[src/rtl/pm_evt_pkg.sv]
`timescale 1ns/1ps
package pm_evt_pkg;
    localparam int REG_W  = 16;
    localparam int LANE_W = 8;
    localparam int NLANES = REG_W / LANE_W;

    localparam int B_TMR  = 0;
    localparam int B_GBL  = 5;
    localparam int B_PBTN = 8;
    localparam int B_RTC  = 10;
    localparam int B_PCIE = 14;

    typedef enum logic [1:0] {
        DOM_NONE,
        DOM_CORE,
        DOM_RESUME,
        DOM_RTC
    } rst_dom_e;

    typedef struct packed {
        logic tmr;
        logic gbl;
        logic pbtn;
        logic rtc;
        logic pcie;
    } evt_sts_t;

    typedef struct packed {
        logic sci;
        logic smi;
        logic wake;
    } pm_req_t;

    function automatic rst_dom_e dom_of(int b);
        case (b)
            B_TMR, B_GBL, B_PBTN: return DOM_CORE;
            B_PCIE:               return DOM_RESUME;
            B_RTC:                return DOM_RTC;
            default:              return DOM_NONE;
        endcase
    endfunction

    function automatic logic [REG_W-1:0] impl_mask();
        logic [REG_W-1:0] m;
        for (int b = 0; b < REG_W; b++) m[b] = (dom_of(b) != DOM_NONE);
        return m;
    endfunction
endpackage

[src/rtl/pm_en_regs.sv]
`timescale 1ns/1ps
module pm_en_regs
    import pm_evt_pkg::*;
#(
    parameter int ADDR_W  = 8,
    parameter int REG_OFS = 2
) (
    input  logic              clk,
    input  logic              core_rst,
    input  logic              resume_rst,
    input  logic              rtc_rst,
    input  logic              pbo_evt,
    input  logic [ADDR_W-1:0] io_addr,
    input  logic              io_wr,
    input  logic [NLANES-1:0] io_be,
    input  logic [REG_W-1:0]  io_wdata,
    output logic [REG_W-1:0]  en_q,
    output logic [REG_W-1:0]  io_rdata
);
    logic hit;
    assign hit = (io_addr == ADDR_W'(REG_OFS));

    for (genvar b = 0; b < REG_W; b++) begin : g_bit
        localparam rst_dom_e DOM  = dom_of(b);
        localparam int       LANE = b / LANE_W;
        if (DOM == DOM_NONE) begin : g_rsvd
            assign en_q[b] = 1'b0;
        end else begin : g_impl
            logic clr;
            logic bit_q;
            if (DOM == DOM_CORE) begin : g_core
                assign clr = core_rst;
            end else if (DOM == DOM_RESUME) begin : g_res
                assign clr = resume_rst;
            end else begin : g_rtc
                assign clr = rtc_rst | pbo_evt;
            end
            always_ff @(posedge clk) begin
                if (clr)
                    bit_q <= 1'b0;
                else if (io_wr && hit && io_be[LANE])
                    bit_q <= io_wdata[b];
            end
            assign en_q[b] = bit_q;
        end
    end

    assign io_rdata = hit ? en_q : '0;
endmodule

[src/rtl/pm_evt_route.sv]
`timescale 1ns/1ps
module pm_evt_route
    import pm_evt_pkg::*;
(
    input  logic [REG_W-1:0] en_q,
    input  evt_sts_t         sts,
    input  logic             sci_en,
    output pm_req_t          req
);
    logic tmr_hit, gbl_hit, pbtn_hit, rtc_hit;
    logic steer_any;

    assign tmr_hit   = en_q[B_TMR]  & sts.tmr;
    assign gbl_hit   = en_q[B_GBL]  & sts.gbl;
    assign pbtn_hit  = en_q[B_PBTN] & sts.pbtn;
    assign rtc_hit   = en_q[B_RTC]  & sts.rtc;
    assign steer_any = tmr_hit | pbtn_hit | rtc_hit;

    always_comb begin
        req.sci  = gbl_hit | (steer_any & sci_en);
        req.smi  = steer_any & ~sci_en;
        req.wake = sts.pbtn | rtc_hit | (sts.pcie & ~en_q[B_PCIE]);
    end
endmodule

[src/rtl/pm_req_reg.sv]
`timescale 1ns/1ps
module pm_req_reg
    import pm_evt_pkg::*;
(
    input  logic    clk,
    input  logic    rst,
    input  pm_req_t d,
    output pm_req_t q
);
    always_ff @(posedge clk) begin
        if (rst) q <= '0;
        else     q <= d;
    end
endmodule

[src/rtl/pm_evt_top.sv]
`timescale 1ns/1ps
module pm_evt_top
    import pm_evt_pkg::*;
#(
    parameter int ADDR_W  = 8,
    parameter int REG_OFS = 2
) (
    input  logic              clk,
    input  logic              core_rst,
    input  logic              resume_rst,
    input  logic              rtc_rst,
    input  logic              pbo_evt,
    input  logic [ADDR_W-1:0] io_addr,
    input  logic              io_wr,
    input  logic [1:0]        io_be,
    input  logic [15:0]       io_wdata,
    output logic [15:0]       io_rdata,
    input  logic              tmr_ovf_sts,
    input  logic              gbl_sts,
    input  logic              pbtn_sts,
    input  logic              rtc_sts,
    input  logic              pcie_wake_sts,
    input  logic              sci_en,
    output logic              sci_out,
    output logic              smi_out,
    output logic              wake_out
);
    logic [REG_W-1:0] en_q;
    evt_sts_t         sts;
    pm_req_t          req_d, req_q;

    assign sts = '{tmr: tmr_ovf_sts, gbl: gbl_sts, pbtn: pbtn_sts,
                   rtc: rtc_sts, pcie: pcie_wake_sts};

    pm_en_regs #(.ADDR_W(ADDR_W), .REG_OFS(REG_OFS)) u_regs (
        .clk        (clk),
        .core_rst   (core_rst),
        .resume_rst (resume_rst),
        .rtc_rst    (rtc_rst),
        .pbo_evt    (pbo_evt),
        .io_addr    (io_addr),
        .io_wr      (io_wr),
        .io_be      (io_be),
        .io_wdata   (io_wdata),
        .en_q       (en_q),
        .io_rdata   (io_rdata)
    );

    pm_evt_route u_route (
        .en_q   (en_q),
        .sts    (sts),
        .sci_en (sci_en),
        .req    (req_d)
    );

    pm_req_reg u_out (
        .clk (clk),
        .rst (core_rst),
        .d   (req_d),
        .q   (req_q)
    );

    assign sci_out  = req_q.sci;
    assign smi_out  = req_q.smi;
    assign wake_out = req_q.wake;
endmodule

[config.mk]
export PLATFORM = sky130hd
export DESIGN_NAME = pm_evt_top
export DESIGN_NICKNAME = d
export VERILOG_FILES = /design/src/rtl/pm_evt_pkg.sv /design/src/rtl/pm_en_regs.sv /design/src/rtl/pm_evt_route.sv /design/src/rtl/pm_req_reg.sv /design/src/rtl/pm_evt_top.sv
export SDC_FILE = /design/constraint.sdc
export NUM_CORES = 1
export LEC_CHECK = 0
export ABC_AREA = 1
export BUFFER_PORTS_ARGS = -buffer_cell sky130_fd_sc_hd__buf_2
export CORE_UTILIZATION = 34
export CTS_CLUSTER_DIAMETER = 100
export DETAILED_ROUTE_END_ITERATION = 7
export PLACE_DENSITY = 0.77
export RECOVER_POWER = 50
export SYNTH_ARGS = -nofsm -noshare
export SYNTH_HDL_FRONTEND = slang
export SYNTH_SLANG_ARGS = --single-unit
[constraint.sdc]
create_clock -name clk -period 1.02 [get_ports clk]
set_clock_uncertainty 0.1 [all_clocks]
set_input_delay 0.051 -clock clk [delete_from_list [all_inputs] [get_ports clk]]
set_output_delay 0.051 -clock clk [all_outputs]
set_load 0.01 [all_outputs]
Word level (Yosys, flattened, before mapping)
Index checks and enable logic that the tools add are counted.
{"block": "op_classes", "eq_ne": 1, "n_reduce_logical": 3, "n_mux": 1, "bitwise_logic": 15}
{"operator": "15-bit 2-to-1 mux", "n": 1}
{"operator": "8-bit by 2-bit equality test with 1-bit output, second input constant", "n": 1}
{"operator": "1-bit AND", "n": 7}
{"operator": "1-bit OR", "n": 6}
{"operator": "1-bit logical AND", "n": 3}
{"operator": "1-bit NOT", "n": 2}
{"block": "totals", "wordCells": 28, "output_inout_bits": 19, "ff_bits": 8, "in_bits": 38}

Logic depth before layout (Yosys ltp)
Gate-level depths: netlist of the first run.
{"block": "depth", "ltp_word": 5, "ltp_mapped": 8, "mapped_depth_nobuf": 8}

Hierarchy
From an unflattened synthesis of the first run, not the netlist that was laid out.
{"block": "unflattened", "hier_cells": 109, "hier_area_um2": 690.7}
{"module": "pm_en_regs", "cells_per_inst": 87, "area_each_um2": 549.3, "instances": 1, "seq_area_each_um2": 100.1}
{"module": "pm_req_reg", "cells_per_inst": 9, "area_each_um2": 82.6, "instances": 1, "seq_area_each_um2": 60.1}
{"module": "pm_evt_route", "cells_per_inst": 13, "area_each_um2": 58.8, "instances": 1, "seq_area_each_um2": 0.0}

Worst setup path before layout of the first run
No wires, ideal clock.
{"block": "synth_path", "kind": "flip-flop to flip-flop", "startpoint": "reg u_regs.g_bit[8].g_impl.bit_q", "endpoint": "reg u_out.q[2] (netlist name)", "stages_incl_launch_ff": 5, "setup_time_ns": 0.070, "n_path_buf": 0, "arrival_time_ns": 0.687, "t_required_ns": 0.850, "slack_ns": 0.163, "period_less_slack_ns": 0.857, "path_cell_list": "dfxtp_1 > inv_1 > o211ai_1 > nand2_1 > a21oi_1"}
{"block": "synth_via", "elab_chain_len": 5}
{"element": "start, declared", "line_no": "pm_en_regs.sv:30", "rtl": "logic bit_q;"}
{"element": "start signal, assigned", "line_no": "pm_en_regs.sv:42", "rtl": "bit_q <= io_wdata[b];"}
{"element": "1-bit AND", "line_no": "pm_evt_route.sv:15", "rtl": "assign pbtn_hit = en_q[B_PBTN] & sts.pbtn;"}
{"element": "1-bit OR (2 in series)", "line_no": "pm_evt_route.sv:17", "rtl": "assign steer_any = tmr_hit | pbtn_hit | rtc_hit;"}
{"element": "1-bit AND", "line_no": "pm_evt_route.sv:20", "rtl": "req.sci = gbl_hit | (steer_any & sci_en);"}
{"element": "1-bit OR", "line_no": "pm_evt_route.sv:20"}
{"element": "end signal, assigned", "line_no": "pm_req_reg.sv:11", "rtl": "if (rst) q <= '0;"}
{"element": "end signal, assigned", "line_no": "pm_req_reg.sv:12", "rtl": "else q <= d;"}
{"element": "end, declared", "line_no": "pm_req_reg.sv:8", "rtl": "output pm_req_t q"}
No other way between the ends.
A chain may end at the register's enable or synchronous reset.

Worst setup path after layout of the first run
{"block": "layout_path", "startpoint": "reg u_regs.g_bit[8].g_impl.bit_q", "endpoint": "out io_rdata[8]"}
{"block": "layout_via", "elab_chain_len": 1}
{"element": "15-bit 2-to-1 mux", "line_no": "pm_en_regs.sv:48", "rtl": "assign io_rdata = hit ? en_q : '0;"}
{"element": "end, declared", "line_no": "pm_evt_top.sv:17", "rtl": "output logic [15:0] io_rdata,"}
No other way between the ends.

==> impl_metrics.ini, run 1 <==
[layout]
seqCellArea_um2 = 166.4
antennaDiodeCount = 0
finalInstanceArea_um2 = 855.8
n_fill_cell = 154
drive_gt1_share_pct = 36.69
syn_to_final_growth_pct = 52.68
final_net_count = 179
stdcell_count = 155
post-route-util_pct = 56.16
multi_input_area_um2 = 282.8

[clock_tree]
cts.sinks = 8
clkTransAtPathRegs_ps = 50
cts_buffers = 3
clk_latency_ps = 260
cts_root_buf = clkbuf_4
h-tree-depth = 1
cts_tree = built
cts_buffer_depth = 2

[placement]
portBuffers = 34
dp_hpwl_um = 959.7
dpl_cell_area_um2 = 705.7
gp_congestion = 0.7505
dp_cells = 142

[detailed_routing]
drt_iter0_markers = 5
dr_wl_met3_um = 94
final_antenna_net_count = 0
vias = 654
drc = 0
wl_met2_um = 686
via_per_inst = 4.219
avgRoutedWirePerCell_um = 8.535
dr.max_layer_used = met3
m1WireLength_um = 542
first_pass_iters = 4
routed_wl_um = 1323

[pwr]
p_leak_nw = 0.4654
p_per_area_mw_per_mm2 = 829.1
vdd_drop_max_mv = 0.5760

[setup_path]
critPathArrivalTime_ps = 830
critical_path_class = register to output port
endpoint_kind = output port
cp-start-kind = register
worst_ep_required_time_ps = 870
crit_fanout = 3

[timing]
maxSlewViolCount = 0
hold_viol_final = 0
finalSetupViolations = 0
finalSetupTns_ps = 0
fmax_mhz = 1015
min_period_ps = 985.7
period_share_pct = 96.63
grt_setup_unrepaired = true

[floorplan]
die-height_um = 42.61
core_mm2 = 0.001524
dieArea_mm2 = 0.001815
initial_core_util_pct = 36.78
die_w_um = 42.61
placementRows = 14
io_pins = 57

[yosys]
yosys.cell_types.count = 13
synth_cells = 93
yosysSeqAreaShare_pct = 28.57
synth_area_um2 = 560.5
avgSynthCellArea_um2 = 6.027
synth_seq_cells = 8
yosysWarnings = 0

[grt]
antenna_found_initial = 0
track_usage_pct = 15.07
grt-ovfl-total = 0
grt_pass1_wl_um = 2070
grt_max_degree = 8
first_global_vias = 550

[outcome]
status = finished clean

[flow_run]
timing.max_cap.violations = 0

[worst_hold_path]
hold_class = input port to register
[layer usage]
metal	vias up	track usage, %
li1	346	-
met1	277	15.49
met2	31	27.69
met3	0	6.466
met4	0	3.750
met5	-	0
[cell type report]
cell class,count,share of cell area [%]
clock buffers,3,2.632
inverters,21,9.211
multi-input cells,63,33.04
flip-flops and latches,8,19.44
well taps,16,2.339
repair buffers,44,33.33
[worst max-delay path, cell delays in order, from the launching register on]
cell and delay, ps:
dfxtp_2 320, inv_2 30, nor2_1 90, buf_2 130
[where the power goes]
part           total, mW  switching [mW]  leakage (nW)  internal [mW]
clock network      0.247           0.112        0.0138          0.135
logic              0.147          0.0702         0.384         0.0766
registers          0.316        0.000655        0.0674          0.315
[per-stage QoR]
stage | total power, mW | hold slack [ps] | setup WS, ps
2_1_floorplan | 0.4011 | 20.07 | 163.0
3_3_place_gp | 0.4336 | 163.3 | 48.81
3_5_place_dp | 0.4358 | 161.0 | 31.84
4_1_cts | 0.7077 | 12.32 | 3.945
5_1_grt | 0.7494 | 23.03 | -45.53
6_report | 0.7095 | 12.05 | 34.34
[logic make-up after synthesis]
group | share of synthesized area, %
simple gates | 38.62
buf+inv | 28.79
flops | 28.57
compound gates | 3.349
other cells | 0.6690
[final timing paths]
kind                                                    from  depth (start not counted)                            to  slack, ps
worst max-delay path            u_regs.g_bit[8].g_impl.bit_q                          3                   io_rdata[8]         30
worst min-delay path                             io_wdata[0]                          5  u_regs.g_bit[0].g_impl.bit_q         10
worst max register to register  u_regs.g_bit[8].g_impl.bit_q                          4                    u_out.q[2]         70
worst min register to register  u_regs.g_bit[5].g_impl.bit_q                          2                    u_out.q[2]        380
[state kept, by name, indices dropped and copies added (netlist names)]
signal	count
u_out.q	3
u_regs.g_bit.g_impl.bit_q	5
[synthesized netlist by cell type]
cell / instances / area [um2]
nor2_1: 21 / 78.83
nor2_4: 1 / 11.26
buf_4: 11 / 82.58
nand3_2: 2 / 20.02
inv_1: 20 / 75.07
conb_1: 1 / 3.750
a21oi_1: 1 / 5.000
nand4_1: 5 / 31.28
inv_2: 1 / 3.750
o211ai_1: 1 / 7.510
nand2_1: 20 / 75.07
a31oi_1: 1 / 6.260
dfxtp_1: 8 / 160.2
[cell usage in the layout (no fill, tap or decap)]
cell	netlist	final
dfxtp_2	0	5
a31oi_1	1	1
a21oi_2	0	1
nand2_2	0	1
nor2_4	1	1
nor2_1	21	21
buf_6	0	3
inv_2	1	6
clkbuf_4	0	3
dfxtp_1	8	3
buf_2	0	27
o211ai_1	1	1
nand4_1	5	5
inv_1	20	15
dlygate4sd3_1	0	9
buf_4	11	2
nand2_1	20	19
conb_1	1	11
nand3_2	2	2
clkbuf_1	0	3
[what timing repair did]
action                                  CTS  global route
endpoints found under the setup margin    0             6
gates resized for setup                   0            15
hold buffers                              9             0
hold endpoints to repair                  5             0
buffers inserted                          0             2
Power figures use the tool's default switching activity.
==> run 2: changes to the inputs <==
--- a/config.mk
+++ b/config.mk
@@ -10,7 +10,7 @@
 export CORE_UTILIZATION = 34
 export CTS_CLUSTER_DIAMETER = 100
 export DETAILED_ROUTE_END_ITERATION = 7
-export PLACE_DENSITY = 0.77
+export PLACE_DENSITY_LB_ADDON = 0.15
 export RECOVER_POWER = 50
 export SYNTH_ARGS = -nofsm -noshare
 export SYNTH_HDL_FRONTEND = slang
==> impl_metrics.ini, run 2 (synthesis results as in run 1) <==
[outcome]
status = finished clean

[pwr]
intPower_mw = 0.5223
switching_power_mw = 0.1779
p_per_area_mw_per_mm2 = 830.3
switching_share_pct = 25.41
finalPower_mw = 0.7002
p_leak_nw = 0.4729
pwr-share-comb_pct = 20.1
vdd_drop_max_mv = 0.3801
clkPwrFrac_pct = 34.6
seqPwrFrac_pct = 45.2

[setup_path]
crit_fanout = 2
r2r-end = u_out.q[2]
reg2reg_depth = 4
worst_ep_required_time_ps = 870
critPathArrivalTime_ps = 840
cp-start-kind = register
endpoint_kind = output port
rrSetupSlack_ps = 100
critical_path_class = register to output port
rr_startpoint = u_regs.g_bit[8].g_impl.bit_q
critPathLaunch = u_regs.g_bit[10].g_impl.bit_q

[grt]
antenna_found_initial = 0
grt_pass1_wl_um = 2042
grt-ovfl-total = 0
grt_max_degree = 8
first_global_vias = 530
track_usage_pct = 15.41

[detailed_routing]
drt_iter0_markers = 5
first_pass_iters = 4
via_per_inst = 4.096
vias = 639
final_antenna_net_count = 0
avgRoutedWirePerCell_um = 7.904
drc = 0
routed_wl_um = 1233

[timing]
period_share_pct = 96.96
fmax_mhz = 1011
maxSlewViolCount = 0
min_period_ps = 989.0
hold_viol_final = 0
finalSetupViolations = 0
fin_ws_ps = 31.03
grt_setup_unrepaired = true

[layout]
top_register = u_regs.g_bit.g_impl.bit_q
seqCellArea_um2 = 166.4
largest_reg_flops = 5
n_fill_cell = 166
finalInstanceArea_um2 = 843.3
final_cell_mix = buf_2 (34), nor2_1 (21), nand2_1 (20)
multi_input_area_um2 = 280.3
antennaDiodeCount = 0
final_common_cell = buf_2
drive_gt1_share_pct = 39.29
final_net_count = 180
reg_top3 = u_regs.g_bit.g_impl.bit_q x5, u_out.q x3
syn_to_final_growth_pct = 50.45

[floorplan]
die_w_um = 42.61
dieArea_mm2 = 0.001815
placementRows = 14
io_pins = 57
die-height_um = 42.61
initial_core_util_pct = 36.78
core_mm2 = 0.001524

[clock_tree]
cts_buffers = 3
h-tree-depth = 1
cts.sinks = 8
cts_tree = built
cts_root_buf = clkbuf_4
clkTransAtPathRegs_ps = 60
clk_latency_ps = 260
cts_buffer_depth = 2

[worst_hold_path]
holdPathEnd = u_regs.g_bit[10].g_impl.bit_q
hold_depth = 5
hp-start = io_wdata[10]
hold_class = input port to register

[placement]
portBuffers = 34
dpl_cell_area_um2 = 705.7
post-place-ws_ps = -1.490
gp_congestion = 0.6985
dp_hpwl_um = 971.6

[flow_run]
timing.max_cap.violations = 0
run 2: cell types whose count changed in the layout (fill, tap and decap cells not counted):
| cell | delta |
|---|---|
| inv_2 | +1 |
| nand2_1 | +1 |
| buf_2 | +7 |
| inv_1 | -1 |
| clkbuf_1 | -3 |
| buf_6 | -3 |
| nand2_2 | -1 |
run 2: routing by layer:
metal	vias to the layer above	global-route usage, %	share of wire, %
met5	-	0	0
met4	0	9.375	1.1
met3	2	5.172	5.6
met2	30	25.54	49
met1	258	16.75	44
li1	349	-	-
run 2: power by group through the flow:
stage | clock network [mW] | logic (mW) | registers, mW
after global placement | 0 | 0.111 | 0.323
after detailed placement | 0 | 0.113 | 0.324
after floorplan | 0 | 0.0765 | 0.325
after CTS | 0.261 | 0.139 | 0.317
final | 0.243 | 0.141 | 0.317
after global routing | 0.287 | 0.159 | 0.316
run 2: critical path, cell delays in order (launching register included):
cell and delay (ps):
dfxtp_2 330, inv_2 30, nor2_1 90, buf_2 130
run 2: worst max-delay path by stage:
stage / end / slack, ps / cells past startpoint
after global placement: u_regs.g_bit[14].g_impl.bit_q / 20 / 7
after global routing: io_rdata[14] / -30 / 3
final: io_rdata[10] / 30 / 3
after CTS: io_rdata[8] / 3 / 3
after floorplan: u_out.q[2] / 160 / 4
after detailed placement: u_regs.g_bit[14].g_impl.bit_q / -1 / 7
run 2: layout make-up:
| type | instances | share of cell area [%] |
|---|---|---|
| clock buffer | 3 | 2.671 |
| inverter | 21 | 9.347 |
| multi-input combinational | 63 | 33.23 |
| sequential | 8 | 19.73 |
| tap | 16 | 2.374 |
| timing repair buffer | 45 | 32.64 |
run 2: stage by stage:
stage / setup TNS [ps] / instances / utilization, % / hold WS, ps
global placement: 0 / 142 / 46.31 / 164.9
global route: -98.35 / 156 / 55.34 / 43.15
detailed placement: -1.490 / 142 / 46.31 / 170.6
floorplan: 0 / 103 / - / 20.07
finish: 0 / 156 / 55.34 / 10.30
CTS: 0 / 154 / 53.86 / 1.146
run 2: repair_timing:
| item | in CTS | in global routing |
|---|---|---|
| pin swaps | 0 | 7 |
| setup buffers | 0 | 2 |
| hold buffers | 9 | 0 |
| endpoints found under the setup margin | 2 | 6 |
| endpoints found under the hold margin | 5 | 0 |
| gates resized for setup | 2 | 10 |
==> run 3: changes to the inputs <==
--- a/config.mk
+++ b/config.mk
@@ -12,6 +12,8 @@
 export DETAILED_ROUTE_END_ITERATION = 7
 export PLACE_DENSITY_LB_ADDON = 0.15
 export RECOVER_POWER = 50
+export SETUP_SLACK_MARGIN = 0.05
+export SLEW_MARGIN = 5
 export SYNTH_ARGS = -nofsm -noshare
 export SYNTH_HDL_FRONTEND = slang
 export SYNTH_SLANG_ARGS = --single-unit
==> impl_metrics.ini, run 3 (synthesis results as in run 1) <==
[clock_tree]
cts_buffers = 3
cts_tree = built
clk_latency_ps = 260
cts.sinks = 8
h-tree-depth = 1
clkTransAtPathRegs_ps = 60
cts_buffer_depth = 2
cts_root_buf = clkbuf_4

[layout]
top_register = u_regs.g_bit.g_impl.bit_q
final_common_cell = buf_2
final_cell_mix = buf_2 (30), nor2_1 (19), nand2_1 (19)
reg_top3 = u_regs.g_bit.g_impl.bit_q x5, u_out.q x3
finalInstanceArea_um2 = 872.1
final_net_count = 183
antennaDiodeCount = 0
drive_gt1_share_pct = 39.86
largest_reg_flops = 5
post-route-util_pct = 57.23
syn_to_final_growth_pct = 55.58

[setup_path]
cpLargestDelayFamily = flip-flops
critical_path_class = register to output port
worst_ep_required_time_ps = 870
cp-start-kind = register
critPathSlowestCell = dfxtp_2
cpPeakStageDelay_ps = 340
critPathArrivalTime_ps = 840
crit_chain = inv_2, nor2_1, buf_2
crit_fanout = 2
crit_buf_inv = 2
endpoint_kind = output port

[pwr]
p_per_area_mw_per_mm2 = 805.5
finalPower_mw = 0.7025
vdd_drop_max_mv = 0.3478
p_leak_nw = 0.4766

[timing]
holdWs_ps = 6.364
hold_viol_final = 0
grt_setup_unrepaired = true
fmax_mhz = 1013
maxSlewViolCount = 0
period_share_pct = 96.80
finalSetupViolations = 0
min_period_ps = 987.4

[floorplan]
initial_core_util_pct = 36.78
die-height_um = 42.61
core_mm2 = 0.001524
io_pins = 57
placementRows = 14
dieArea_mm2 = 0.001815
die_w_um = 42.61

[grt]
grt_max_degree = 8
track_usage_pct = 15.93
first_global_vias = 562
antenna_found_initial = 0
grt_pass1_wl_um = 2111
grt-ovfl-total = 0

[flow_run]
timing.max_cap.violations = 0

[worst_hold_path]
hold_class = input port to register

[detailed_routing]
drc = 0
first_pass_iters = 4
avgRoutedWirePerCell_um = 8.019
final_antenna_net_count = 0
drt_iter0_markers = 9
via_per_inst = 4.107
vias = 653
routed_wl_um = 1275

[placement]
gp_congestion = 0.6985
dpl_cell_area_um2 = 705.7
dp_hpwl_um = 971.6
portBuffers = 34

[outcome]
status = finished clean
run 3: cell types whose count changed in the layout (fill, tap and decap cells not counted):
cell / previous run / this run
buf_2: 34 / 30
buf_4: 2 / 6
clkbuf_1: 0 / 3
inv_1: 14 / 15
inv_2: 7 / 6
nand2_1: 20 / 19
nand2_2: 0 / 1
nor2_1: 21 / 19
nor2_2: 0 / 2
run 3: worst register-to-register path, cell delays in order (launching register included):
cell and delay, ps:
dfxtp_2 330, buf_4 100, nand2_1 40, o211ai_1 110, nand2_1 100, a21oi_2 110
run 3: power by group:
group          total (mW)  switching (mW)  internal, mW
combinational       0.139          0.0690        0.0701
sequential          0.317         0.00103         0.316
clock               0.247           0.112         0.135
total               0.702           0.182         0.521
run 3: layout make-up:
type | instances | area, um2
clock buffer | 3 | 22.52
fill | 169 | 651.9
inverter | 21 | 78.83
multi-input combinational | 63 | 287.8
sequential | 8 | 166.4
tap | 16 | 20.02
timing repair buffer | 48 | 296.5
run 3: what timing repair did:
action	4_1_cts	5_1_grt
setup buffers	6	0
pin swaps	6	7
gates resized for setup	10	4
gates cloned	0	0
hold buffers	9	0
endpoints found under the hold margin	6	0
endpoints found under the setup margin	5	7
run 3: routing by layer:
layer	up-vias	part of all wire [%]	track usage [%]
met5	-	0	0
met4	0	2.0	9.375
met3	4	5.7	5.172
met2	32	48	27.38
met1	263	44	16.71
li1	354	-	-
run 3: through the flow:
stage	setup TNS (ps)	std cells	worst slack, ps
floorplan	0	103	163.0
global placement	0	142	19.47
detailed placement	-1.490	142	-1.490
CTS	0	160	21.56
global route	-103.8	159	-18.73
finish	0	159	32.60
run 3: path summary, 6_finish.rpt:
kind	depth (start not counted)	slack (ps)	from	to
setup reg to reg	5	90	u_regs.g_bit[0].g_impl.bit_q	u_out.q[2]
hold / removal	5	6	io_wdata[10]	u_regs.g_bit[10].g_impl.bit_q
setup / recovery	3	30	u_regs.g_bit[10].g_impl.bit_q	io_rdata[10]
hold reg to reg	2	380	u_regs.g_bit[5].g_impl.bit_q	u_out.q[2]
